$ cat src/rtl/pwrseq_pkg.sv
// Shared types and constants for the push-button power sequencer.
// Assumes seven rails; bit i of every rail vector belongs to rail i+1.
package pwrseq_pkg;
    typedef enum logic [1:0] {
        PH_OFF  = 2'd0,
        PH_WAIT = 2'd1,
        PH_HELD = 2'd2
    } phase_t;

    localparam int unsigned NUM_RAILS = 7;
    localparam int unsigned RAIL1 = 0;
    localparam int unsigned RAIL2 = 1;
    localparam int unsigned RAIL3 = 2;
    localparam int unsigned RAIL4 = 3;
    localparam int unsigned RAIL5 = 4;
    localparam int unsigned RAIL6 = 5;
    localparam int unsigned RAIL7 = 6;

    localparam logic [2:0] STG_OFF  = 3'd0;
    localparam logic [2:0] STG_R5   = 3'd1;
    localparam logic [2:0] STG_R234 = 3'd2;
    localparam logic [2:0] STG_R16  = 3'd3;
    localparam logic [2:0] STG_ALL  = 3'd4;
endpackage

$ cat src/rtl/pg_hold_timer.sv
// Power-good stability timer: raises done once pg_i has stayed high for
// LEN_MS consecutive ticks. A low pg_i before completion restarts the count.
// done is sticky until clr_i. Assumes tick_i is a one-cycle pulse.
module pg_hold_timer #(
    parameter int unsigned LEN_MS = 8
) (
    input  logic clk,
    input  logic rst_n,
    input  logic clr_i,
    input  logic pg_i,
    input  logic tick_i,
    output logic done_o
);
    localparam int unsigned CW = $clog2(LEN_MS + 1);

    logic [CW-1:0] cnt_q;

    // Count ticks of continuous power-good, latch done at the last one.
    always_ff @(posedge clk) begin
        if (!rst_n || clr_i) begin
            cnt_q  <= '0;
            done_o <= 1'b0;
        end else if (!done_o) begin
            if (!pg_i) begin
                cnt_q <= '0;
            end else if (tick_i) begin
                if (cnt_q == CW'(LEN_MS - 1)) begin
                    done_o <= 1'b1;
                    cnt_q  <= '0;
                end else begin
                    cnt_q <= cnt_q + 1'b1;
                end
            end
        end
    end


    done_needs_tick_chk: assert property (@(posedge clk) disable iff (!rst_n)
        $rose(done_o) |-> $past(tick_i));


    done_needs_pg_chk: assert property (@(posedge clk) disable iff (!rst_n)
        $rose(done_o) |-> $past(pg_i));
endmodule

$ cat src/rtl/seq_ctrl.sv
// Phase controller: detects start events, then waits for the processor
// hold while watching the button (button start) or a tick window (charger
// start). Assumes btn_n_i and chg_ok_i are already synchronised.
module seq_ctrl
    import pwrseq_pkg::*;
#(
    parameter int unsigned HOLD_WIN_MS = 260
) (
    input  logic   clk,
    input  logic   rst_n,
    input  logic   btn_n_i,
    input  logic   chg_ok_i,
    input  logic   hold_i,
    input  logic   tick_i,
    output phase_t phase_o
);
    localparam int unsigned WW = $clog2(HOLD_WIN_MS + 1);

    phase_t        phase_d;
    logic          chg_q;
    logic          from_chg_q;
    logic          from_chg_d;
    logic [WW-1:0] win_cnt_q;
    logic          chg_rise;
    logic          win_last;

    assign chg_rise = chg_ok_i && !chg_q;
    assign win_last = tick_i && (win_cnt_q == WW'(HOLD_WIN_MS - 1));

    // Next-phase decision from start events, hold and abort conditions.
    always_comb begin
        phase_d    = phase_o;
        from_chg_d = from_chg_q;
        case (phase_o)
            PH_OFF: begin
                if (!btn_n_i) begin
                    phase_d    = PH_WAIT;
                    from_chg_d = 1'b0;
                end else if (chg_rise) begin
                    phase_d    = PH_WAIT;
                    from_chg_d = 1'b1;
                end
            end
            PH_WAIT: begin
                if (hold_i)
                    phase_d = PH_HELD;
                else if (from_chg_q ? win_last : btn_n_i)
                    phase_d = PH_OFF;
            end
            PH_HELD: begin
                if (!hold_i && btn_n_i)
                    phase_d = PH_OFF;
            end
            default: phase_d = PH_OFF;
        endcase
    end

    // Phase, start-source and charger edge registers.
    always_ff @(posedge clk) begin
        if (!rst_n) begin
            phase_o    <= PH_OFF;
            from_chg_q <= 1'b0;
            chg_q      <= 1'b0;
        end else begin
            phase_o    <= phase_d;
            from_chg_q <= from_chg_d;
            chg_q      <= chg_ok_i;
        end
    end

    // Hold window counter, running only while waiting for hold.
    always_ff @(posedge clk) begin
        if (!rst_n || phase_o != PH_WAIT)
            win_cnt_q <= '0;
        else if (tick_i)
            win_cnt_q <= win_cnt_q + 1'b1;
    end


    btn_abort_chk: assert property (@(posedge clk) disable iff (!rst_n)
        (phase_o == PH_WAIT && !from_chg_q && btn_n_i && !hold_i)
        |=> (phase_o == PH_OFF));


    chg_timeout_chk: assert property (@(posedge clk) disable iff (!rst_n)
        (phase_o == PH_WAIT && from_chg_q && win_last && !hold_i)
        |=> (phase_o == PH_OFF));


    hold_drop_chk: assert property (@(posedge clk) disable iff (!rst_n)
        (phase_o == PH_HELD && !hold_i && btn_n_i) |=> (phase_o == PH_OFF));


    held_stays_chk: assert property (@(posedge clk) disable iff (!rst_n)
        (phase_o == PH_HELD && hold_i) |=> (phase_o == PH_HELD));
endmodule

$ cat src/rtl/rail_decode.sv
// Rail enable and stage decode from the active phase, the three stability
// timer results and the processor power enable. Purely combinational.
module rail_decode
    import pwrseq_pkg::*;
(
    input  logic                 active_i,
    input  logic                 pwr_en_i,
    input  logic                 r5_ok_i,
    input  logic                 r2_short_ok_i,
    input  logic                 r2_long_ok_i,
    output logic [NUM_RAILS-1:0] rail_en_o,
    output logic [2:0]           stage_o
);
    // Per-rail enable terms.
    always_comb begin
        rail_en_o        = '0;
        rail_en_o[RAIL5] = active_i;
        rail_en_o[RAIL2] = active_i && (r5_ok_i || pwr_en_i);
        rail_en_o[RAIL3] = active_i && (r5_ok_i || pwr_en_i);
        rail_en_o[RAIL4] = active_i && (r5_ok_i || pwr_en_i);
        rail_en_o[RAIL1] = active_i && r2_short_ok_i;
        rail_en_o[RAIL6] = active_i && (r2_short_ok_i || pwr_en_i);
        rail_en_o[RAIL7] = active_i && (r2_long_ok_i || pwr_en_i);
    end

    // Stage code, furthest completed step wins.
    always_comb begin
        if (!active_i)          stage_o = STG_OFF;
        else if (r2_long_ok_i)  stage_o = STG_ALL;
        else if (r2_short_ok_i) stage_o = STG_R16;
        else if (r5_ok_i)       stage_o = STG_R234;
        else                    stage_o = STG_R5;
    end
endmodule

$ cat src/rtl/pb_power_seq.sv
// Push-button power-up sequencer top: phase controller, three power-good
// stability timers (rail 5 short, rail 2 short, rail 2 long) and the rail
// decode. Assumes all inputs are synchronous to clk.
module pb_power_seq
    import pwrseq_pkg::*;
#(
    parameter int unsigned T_R5_MS     = 8,
    parameter int unsigned T_R2A_MS    = 8,
    parameter int unsigned T_R2B_MS    = 16,
    parameter int unsigned HOLD_WIN_MS = 260
) (
    input  logic       clk,
    input  logic       rst_n,
    input  logic       btn_n_i,
    input  logic       chg_ok_i,
    input  logic       cpu_hold_i,
    input  logic       cpu_pwr_en_i,
    input  logic [6:0] pgood_i,
    input  logic       ms_tick_i,
    output logic [6:0] rail_en_o,
    output logic [2:0] seq_state_o
);
    localparam int unsigned NT = 3;
    localparam int unsigned TLEN [NT] = '{T_R5_MS, T_R2A_MS, T_R2B_MS};
    localparam int unsigned TSRC [NT] = '{RAIL5, RAIL2, RAIL2};

    phase_t        phase;
    logic          active;
    logic [NT-1:0] t_done;
    logic          unused_pg_bits;

    assign active         = (phase != PH_OFF);
    assign unused_pg_bits = ^{pgood_i[RAIL1], pgood_i[RAIL3], pgood_i[RAIL4],
                              pgood_i[RAIL6], pgood_i[RAIL7]};

    seq_ctrl #(.HOLD_WIN_MS(HOLD_WIN_MS)) u_ctrl (
        .clk      (clk),
        .rst_n    (rst_n),
        .btn_n_i  (btn_n_i),
        .chg_ok_i (chg_ok_i),
        .hold_i   (cpu_hold_i),
        .tick_i   (ms_tick_i),
        .phase_o  (phase)
    );

    // One stability timer per staging condition, gated by its rail enable.
    for (genvar g = 0; g < NT; g++) begin : g_tmr
        pg_hold_timer #(.LEN_MS(TLEN[g])) u_tmr (
            .clk    (clk),
            .rst_n  (rst_n),
            .clr_i  (!active),
            .pg_i   (pgood_i[TSRC[g]] && rail_en_o[TSRC[g]]),
            .tick_i (ms_tick_i),
            .done_o (t_done[g])
        );
    end

    rail_decode u_dec (
        .active_i      (active),
        .pwr_en_i      (cpu_pwr_en_i),
        .r5_ok_i       (t_done[0]),
        .r2_short_ok_i (t_done[1]),
        .r2_long_ok_i  (t_done[2]),
        .rail_en_o     (rail_en_o),
        .stage_o       (seq_state_o)
    );


    r5_first_chk: assert property (@(posedge clk) disable iff (!rst_n)
        (rail_en_o != '0) |-> rail_en_o[RAIL5]);


    r7_after_r1_chk: assert property (@(posedge clk) disable iff (!rst_n)
        (rail_en_o[RAIL7] && !cpu_pwr_en_i) |-> rail_en_o[RAIL1]);


    pwr_en_force_chk: assert property (@(posedge clk) disable iff (!rst_n)
        (seq_state_o != STG_OFF && cpu_pwr_en_i) |-> (rail_en_o[6:1] == 6'b111111));


    stage_matches_r5_chk: assert property (@(posedge clk) disable iff (!rst_n)
        (seq_state_o != STG_OFF) == rail_en_o[RAIL5]);


    start_from_off_chk: assert property (@(posedge clk) disable iff (!rst_n)
        ($past(seq_state_o) == STG_OFF && $past(!btn_n_i)) |-> (seq_state_o == STG_R5));
endmodule

$ cat config.mk
export PLATFORM = sky130hd
export DESIGN_NAME = pb_power_seq
export DESIGN_NICKNAME = d
export VERILOG_FILES = /design/src/rtl/pwrseq_pkg.sv /design/src/rtl/pg_hold_timer.sv /design/src/rtl/seq_ctrl.sv /design/src/rtl/rail_decode.sv /design/src/rtl/pb_power_seq.sv
export SDC_FILE = /design/constraint.sdc
export NUM_CORES = 1
export LEC_CHECK = 0
export BUFFER_PORTS_ARGS = -buffer_cell sky130_fd_sc_hd__clkbuf_2
export CORE_UTILIZATION = 50
export DETAILED_ROUTE_END_ITERATION = 10
export GPL_TIMING_DRIVEN = 0
export PLACE_DENSITY = 0.72
export SLEW_MARGIN = 20
export SYNTH_ARGS = -nofsm -noshare
export SYNTH_HDL_FRONTEND = slang
export SYNTH_SLANG_ARGS = --single-unit
$ cat constraint.sdc
create_clock -name clk -period 1.57 [get_ports clk]
set_input_delay 0.314 -clock clk [delete_from_list [all_inputs] [get_ports clk]]
set_output_delay 0.314 -clock clk [all_outputs]
set_load 0.02 [all_outputs]
* After elaboration in Yosys (flattened, before gate mapping)
Cells that the tools add are included.
Word-level totals: register bits 29, output and inout port bits 10
Operators by class: add/subtract/negate cells 4, equality and inequality tests 13, muxes and demuxes 34, bitwise logic cells 3, reduce and logical (&&, ||, !) cells 25
Operators by type and width (count):
- 4-bit two-way mux | 6
- 1-bit two-way mux | 15
- 5-bit two-way mux | 3
- 2-bit two-way mux | 6
- 9-bit by 1-bit adder with 9-bit output (second input constant) | 1
- 9-bit equality test (second input constant) | 1
- 1-bit logical AND | 9
- 3-bit two-way mux | 3
- 4-bit by 1-bit adder with 4-bit output (second input constant) | 2
- 4-bit by 3-bit equality test with 1-bit output (second input constant) | 2
- 2-bit AND reduction | 4
- 2-bit by 1-bit != test with 1-bit output (second input constant) | 3
- 3-bit by 2-bit != test with 1-bit output (second input constant) | 2
- 2-bit one-hot mux with 3 select lines | 1
- 5-bit by 1-bit adder with 5-bit output (second input constant) | 1
- 5-bit by 4-bit equality test with 1-bit output (second input constant) | 1
- 1-bit logical OR | 5
- 1-bit logical NOT | 4
- 2-bit != test (second input constant) | 2
- 1-bit inverter | 3
- 3-bit AND reduction | 1
- 2-bit by 1-bit equality test with 1-bit output (second input constant) | 1
- 2-bit equality test (second input constant) | 1
- 2-bit logical NOT | 1
- 2-bit nonzero test | 1

* Longest topological paths before layout
depth after elaboration 6, depth in mapped cells 7

* Hierarchy
Synthesis repeated with hierarchy kept, for this count alone.
Second synthesis, totals: cells, all modules 175, area, all modules 1537.7 um2
Modules (own cells, without submodules):
- seq_ctrl | instances 1, cells an instance 66, area each 595.6 um2
- pg_hold_timer (g_tmr[0].u_tmr ...) | instances 2, cells an instance 29, area each 261.5 um2
- pg_hold_timer (g_tmr[2].u_tmr) | instances 1, cells an instance 34, area each 305.3 um2
- rail_decode | instances 1, cells an instance 13, area each 91.3 um2
- pb_power_seq | instances 1, cells an instance 4, area each 22.5 um2

* Worst setup path before layout
OpenSTA, ideal clock, no wires.
path kind reg2out, start point register u_ctrl.phase_o[1], end point output rail_en_o[2], arrival 1.080 ns, data required time 1.256 ns, slack 0.176 ns, stages on the path, launching flop included 4, buffers on the path 1, cell sequence dfxtp_1 > nor2_4 > nor2_1 > buf_4
On the way: cells in the longest elaborated chain, start to end 2
RTL lines:
- from (decl) | RTL line seq_ctrl.sv:15 | output phase_t phase_o
- from (signal assigned) | RTL line seq_ctrl.sv:65 | phase_o <= phase_d;
- 2-bit nonzero test | RTL line pb_power_seq.sv:32 | assign active = (phase != PH_OFF);
- 1-bit logical AND
- to (decl) | RTL line pb_power_seq.sv:20 | output logic [6:0] rail_en_o,
No other way between the ends.

* Final worst setup path
start point register g_tmr[0].u_tmr.done_o, end point output rail_en_o[2]
On the way: cells in the longest elaborated chain, start to end 2
RTL lines:
- from (decl) | RTL line pg_hold_timer.sv:12 | output logic done_o
- from (signal assigned) | RTL line pg_hold_timer.sv:22 | done_o <= 1'b0;
- from (signal assigned) | RTL line pg_hold_timer.sv:28 | done_o <= 1'b1;
- 1-bit logical OR | RTL line rail_decode.sv:19 | rail_en_o[RAIL3] = active_i && (r5_ok_i || pwr_en_i);
- 1-bit logical AND | RTL line rail_decode.sv:19
No other way between the ends.

==> summary by stage <==
Synth
The fraction of synthesized cell area in xor and xnor cells is 0.0472. The adder-cell share of the synthesized area is 0.0337. In the synthesized netlist, the number of instances is about 170.

The most area-hungry cell type in the Yosys netlist is sky130_fd_sc_hd__dfxtp_1. The Yosys step of the flow raised 0 warnings. Counting flops with a built-in enable in the synthesized netlist gives 0. The count of cell types in the netlist is 44. Yosys attributes the largest share of cell area to sky130_fd_sc_hd__dfxtp_1 (39%), sky130_fd_sc_hd__nor2_1 (5.6%), sky130_fd_sc_hd__a21oi_1 (4.4%). After synthesis, the largest family of logic cells by area is simple AND/OR/NAND/NOR gates. The total of flip-flops plus latches after synthesis is 29. The compound-cell area share of the yosys netlist was 0.156. The most used flip-flop cell after synthesis is sky130_fd_sc_hd__dfxtp_1. Of the post-synthesis cell area, the dominant cell type holds 0.391.

Of the total synthesized cell area, the portion taken by AND, OR, NAND and NOR gates is 0.298. The net count after synthesis is 189. After synthesis, the share of cell area in mux cells is 0.0169. The sequential element share of the synthesized area is 0.391. The mean cell area of the mapped netlist is 8.68 um2. Counting flops with an async set or reset pin after synthesis yields a share of 0. The area of the mapped netlist is 1480 um2.

Drt
The first detailed-routing pass took 4 iterations. After detailed routing, the number of remaining DRC violations is 0. Summed over all layers, the routed wires come to 3310 um.

After detailed routing, the average wire length per cell comes to 14.6 um. The via total after detailed routing is 1,340. The count of nets left with antenna violations once routing finished came out at 0. The detailed router's first-iteration violation count is 42. Dividing the detail-routed via count by the number of cells gives 5.90.

Clock network
Clock tree synthesis selected as its root buffer the cell sky130_fd_sc_hd__clkbuf_4. TritonCTS built the clock tree. The number of sinks handled by clock tree synthesis is 29.

The clock passes through at most 2 buffers. In this run, post-CTS hold repair placed 0 buffers. The post-CTS clock slew at the launch and capture registers of the worst setup and hold paths is 0.08 ns. The number of buffers inserted during clock tree synthesis is 5. At the later pin of the worst-skew pair, clock insertion delay measures about 0.32 ns. The H-tree was split into 2 levels.

STA
In the finished design, the share of the clock period the worst path needs comes to 0.987. The accumulated negative setup slack is 0 ns. The least setup slack across all paths after layout is 0.0199 ns. Setup repair after global routing could not meet its margin everywhere. The max-slew violation count was 0. The slew at the pin closest to its max-slew limit is 0.349 ns. Timing would allow up to 645 MHz. The worst pin sits at a relative slew slack of 0.767. The smallest clock period supported by the final layout is computed as 1.55 ns.

The final setup violation count is 0. On the final layout, the worst hold slack is ~0.21 ns. The number of hold violations in the final report is 0. For the final database, setup skew stands at between 0.003 and 0.004 ns.

Final layout
The fraction of layout instances using a drive strength above 1 is 0.281. The repair_antennas step left the layout with diodes totalling 0. The post-layout instance count excluding filler cells is 227.

The number of fill cells in the layout is between 200 and 250. After the last flow step, the layout net total stands at 214. Leaving out fill and tap cells, the most frequent cell in the layout is sky130_fd_sc_hd__dfxtp_1. Relative to the synthesized area, the layout overhead comes to 19.1%. The library cells used most frequently in the layout, excluding fill and tap cells, are sky130_fd_sc_hd__dfxtp_1 (24), sky130_fd_sc_hd__nor2_1 (18), sky130_fd_sc_hd__a21oi_1 (13).

Global routing
The global-route usage over all layers is 0.226. The pin count of the biggest net entering global routing is 11. The global-route wire length before repair is 5490 um. The number of antenna violations at the first check in global routing came to 0. The remaining global-route overflow is 0. The number of global-route vias before repair came to 1,307.

Die
For this design the top-level I/O count stands at 24. The die outline width is 56.5 um. The die covers between 3000 and 4000 um2. In this run the vertical extent of the chip is 56.5 um. The floorplan step defined a core boundary enclosing 2780 um2. For this configuration, the core starts out at a cell density of 0.534. The number of placement rows is 19.

Worst setup path
Data arrives at the worst endpoint at 1.24 ns. Of all nets on the critical path, the largest fanout is 10. STA puts the critical path data required time at between 1 and 1.5 ns. The length in cells of the worst reg-to-reg path is 5. The critical path capture point type is an output port. The worst setup path is launched from a flop. The class of the most critical setup path is flop to output port.

Placement
After detailed placement, the design holds a cell count of 219. The final estimated routing congestion in global placement is 0.756. Detailed placement ended at an HPWL of 2200 um.

During placement, the flow inserted port buffers numbering 17. The minimum setup slack after placement is ~0.084 ns.

Min path
The worst hold path passes through 2 cells. The path class of the tightest hold or removal check is primary input to flop.

Power and ir drop
The highest ir drop seen on vdd is 0.722 mV. The post-route total power is between 1 and 1.5 mW. The power density relative to cell area is around 820 nW/um2. In this run the static leakage power is 0.699 nW.

Job
The number of max-capacitance violations reported is 0.

Outcome
The run finished with clean final reports.
## per-stage QoR
| stage | utilization | cell area (um2) |
|---|---|---|
| global placement | 0.578 | 1610 |
| finish | 0.635 | 1770 |
| global route | 0.635 | 1770 |
| floorplan | - | 1480 |
| CTS | 0.625 | 1740 |
| detailed placement | 0.578 | 1610 |
## cell type report
type / instances / area [um2] / area share
flip-flops and latches: 29 / 592 / 0.335
multi-input cells: 128 / 841 / 0.476
well taps: 31 / 38.8 / 0.0220
inverters: 4 / 17.5 / 0.00992
plain buffers: 5 / 32.5 / 0.0184
clock buffers: 7 / 55.1 / 0.0312
repair buffers: 23 / 190 / 0.108
## flip-flops by register name, indices dropped and copies added (netlist names)
name / count
g_tmr.u_tmr.done_o: 3
u_ctrl.from_chg_q: 1
g_tmr.u_tmr.cnt_q: 13
u_ctrl.chg_q: 1
u_ctrl.win_cnt_q: 9
u_ctrl.phase_o: 2
## per-layer routing
metal / GRT usage / vias to the layer above / share of wire
li1: - / 659 / -
met4: 0.153 / 0 / 0.029
met5: 0 / - / 0
met1: 0.262 / 629 / 0.44
met2: 0.358 / 43 / 0.48
met3: 0.0622 / 9 / 0.045
## power breakdown
part	leakage, nW	switching (mW)	internal, mW
Sequential	0.237	0.0105	0.746
Clock	0.0314	0.241	0.211
Combinational	0.430	0.132	0.109
Total	0.699	0.384	1.07
## worst max-delay path, stage by stage (launching register included)
cell,delay (ns)
sky130_fd_sc_hd__dfxtp_2,0.42
sky130_fd_sc_hd__nor2_2,0.07
sky130_fd_sc_hd__nor2_2,0.15
sky130_fd_sc_hd__buf_4,0.14
sky130_fd_sc_hd__clkbuf_8,0.13
## logic make-up after synthesis
group                    after synthesis
AND/OR/NAND/NOR                       78
AO/OA/AOI/OAI                         36
buffers and inverters                 14
multiplexers                           2
flip-flops                            29
adder cells (fa/ha/maj)                4
XOR/XNOR                               8
## timing repair
action,in CTS,in global routing
buffers inserted,3,3
pin swaps,2,2
resized for setup,19,19
setup endpoints to repair,10,14
## worst paths after layout
| check | start | end | slack (ns) |
|---|---|---|---|
| setup / recovery | g_tmr[0].u_tmr.done_o | rail_en_o[2] | 0.02 |
| hold / removal | chg_ok_i | u_ctrl.chg_q | 0.21 |
| setup reg to reg | u_ctrl.phase_o[0] | g_tmr[2].u_tmr.cnt_q[0] | 0.11 |
| hold reg to reg | g_tmr[2].u_tmr.cnt_q[4] | g_tmr[2].u_tmr.cnt_q[4] | 0.44 |
## cells in the mapped netlist, types with 3 or more instances
cell type	instances
sky130_fd_sc_hd__nor3_1	4
sky130_fd_sc_hd__o21ai_0	10
sky130_fd_sc_hd__nand3_1	6
sky130_fd_sc_hd__dfxtp_1	29
sky130_fd_sc_hd__or3_1	4
sky130_fd_sc_hd__nand3b_1	5
sky130_fd_sc_hd__buf_4	3
sky130_fd_sc_hd__a21oi_1	13
sky130_fd_sc_hd__nand4_1	7
sky130_fd_sc_hd__buf_2	3
sky130_fd_sc_hd__xor2_1	6
sky130_fd_sc_hd__nand2_1	10
sky130_fd_sc_hd__and2_1	5
sky130_fd_sc_hd__inv_1	3
sky130_fd_sc_hd__ha_1	4
sky130_fd_sc_hd__nor2_1	22
No activity file was read; power rests on OpenSTA's default activity.
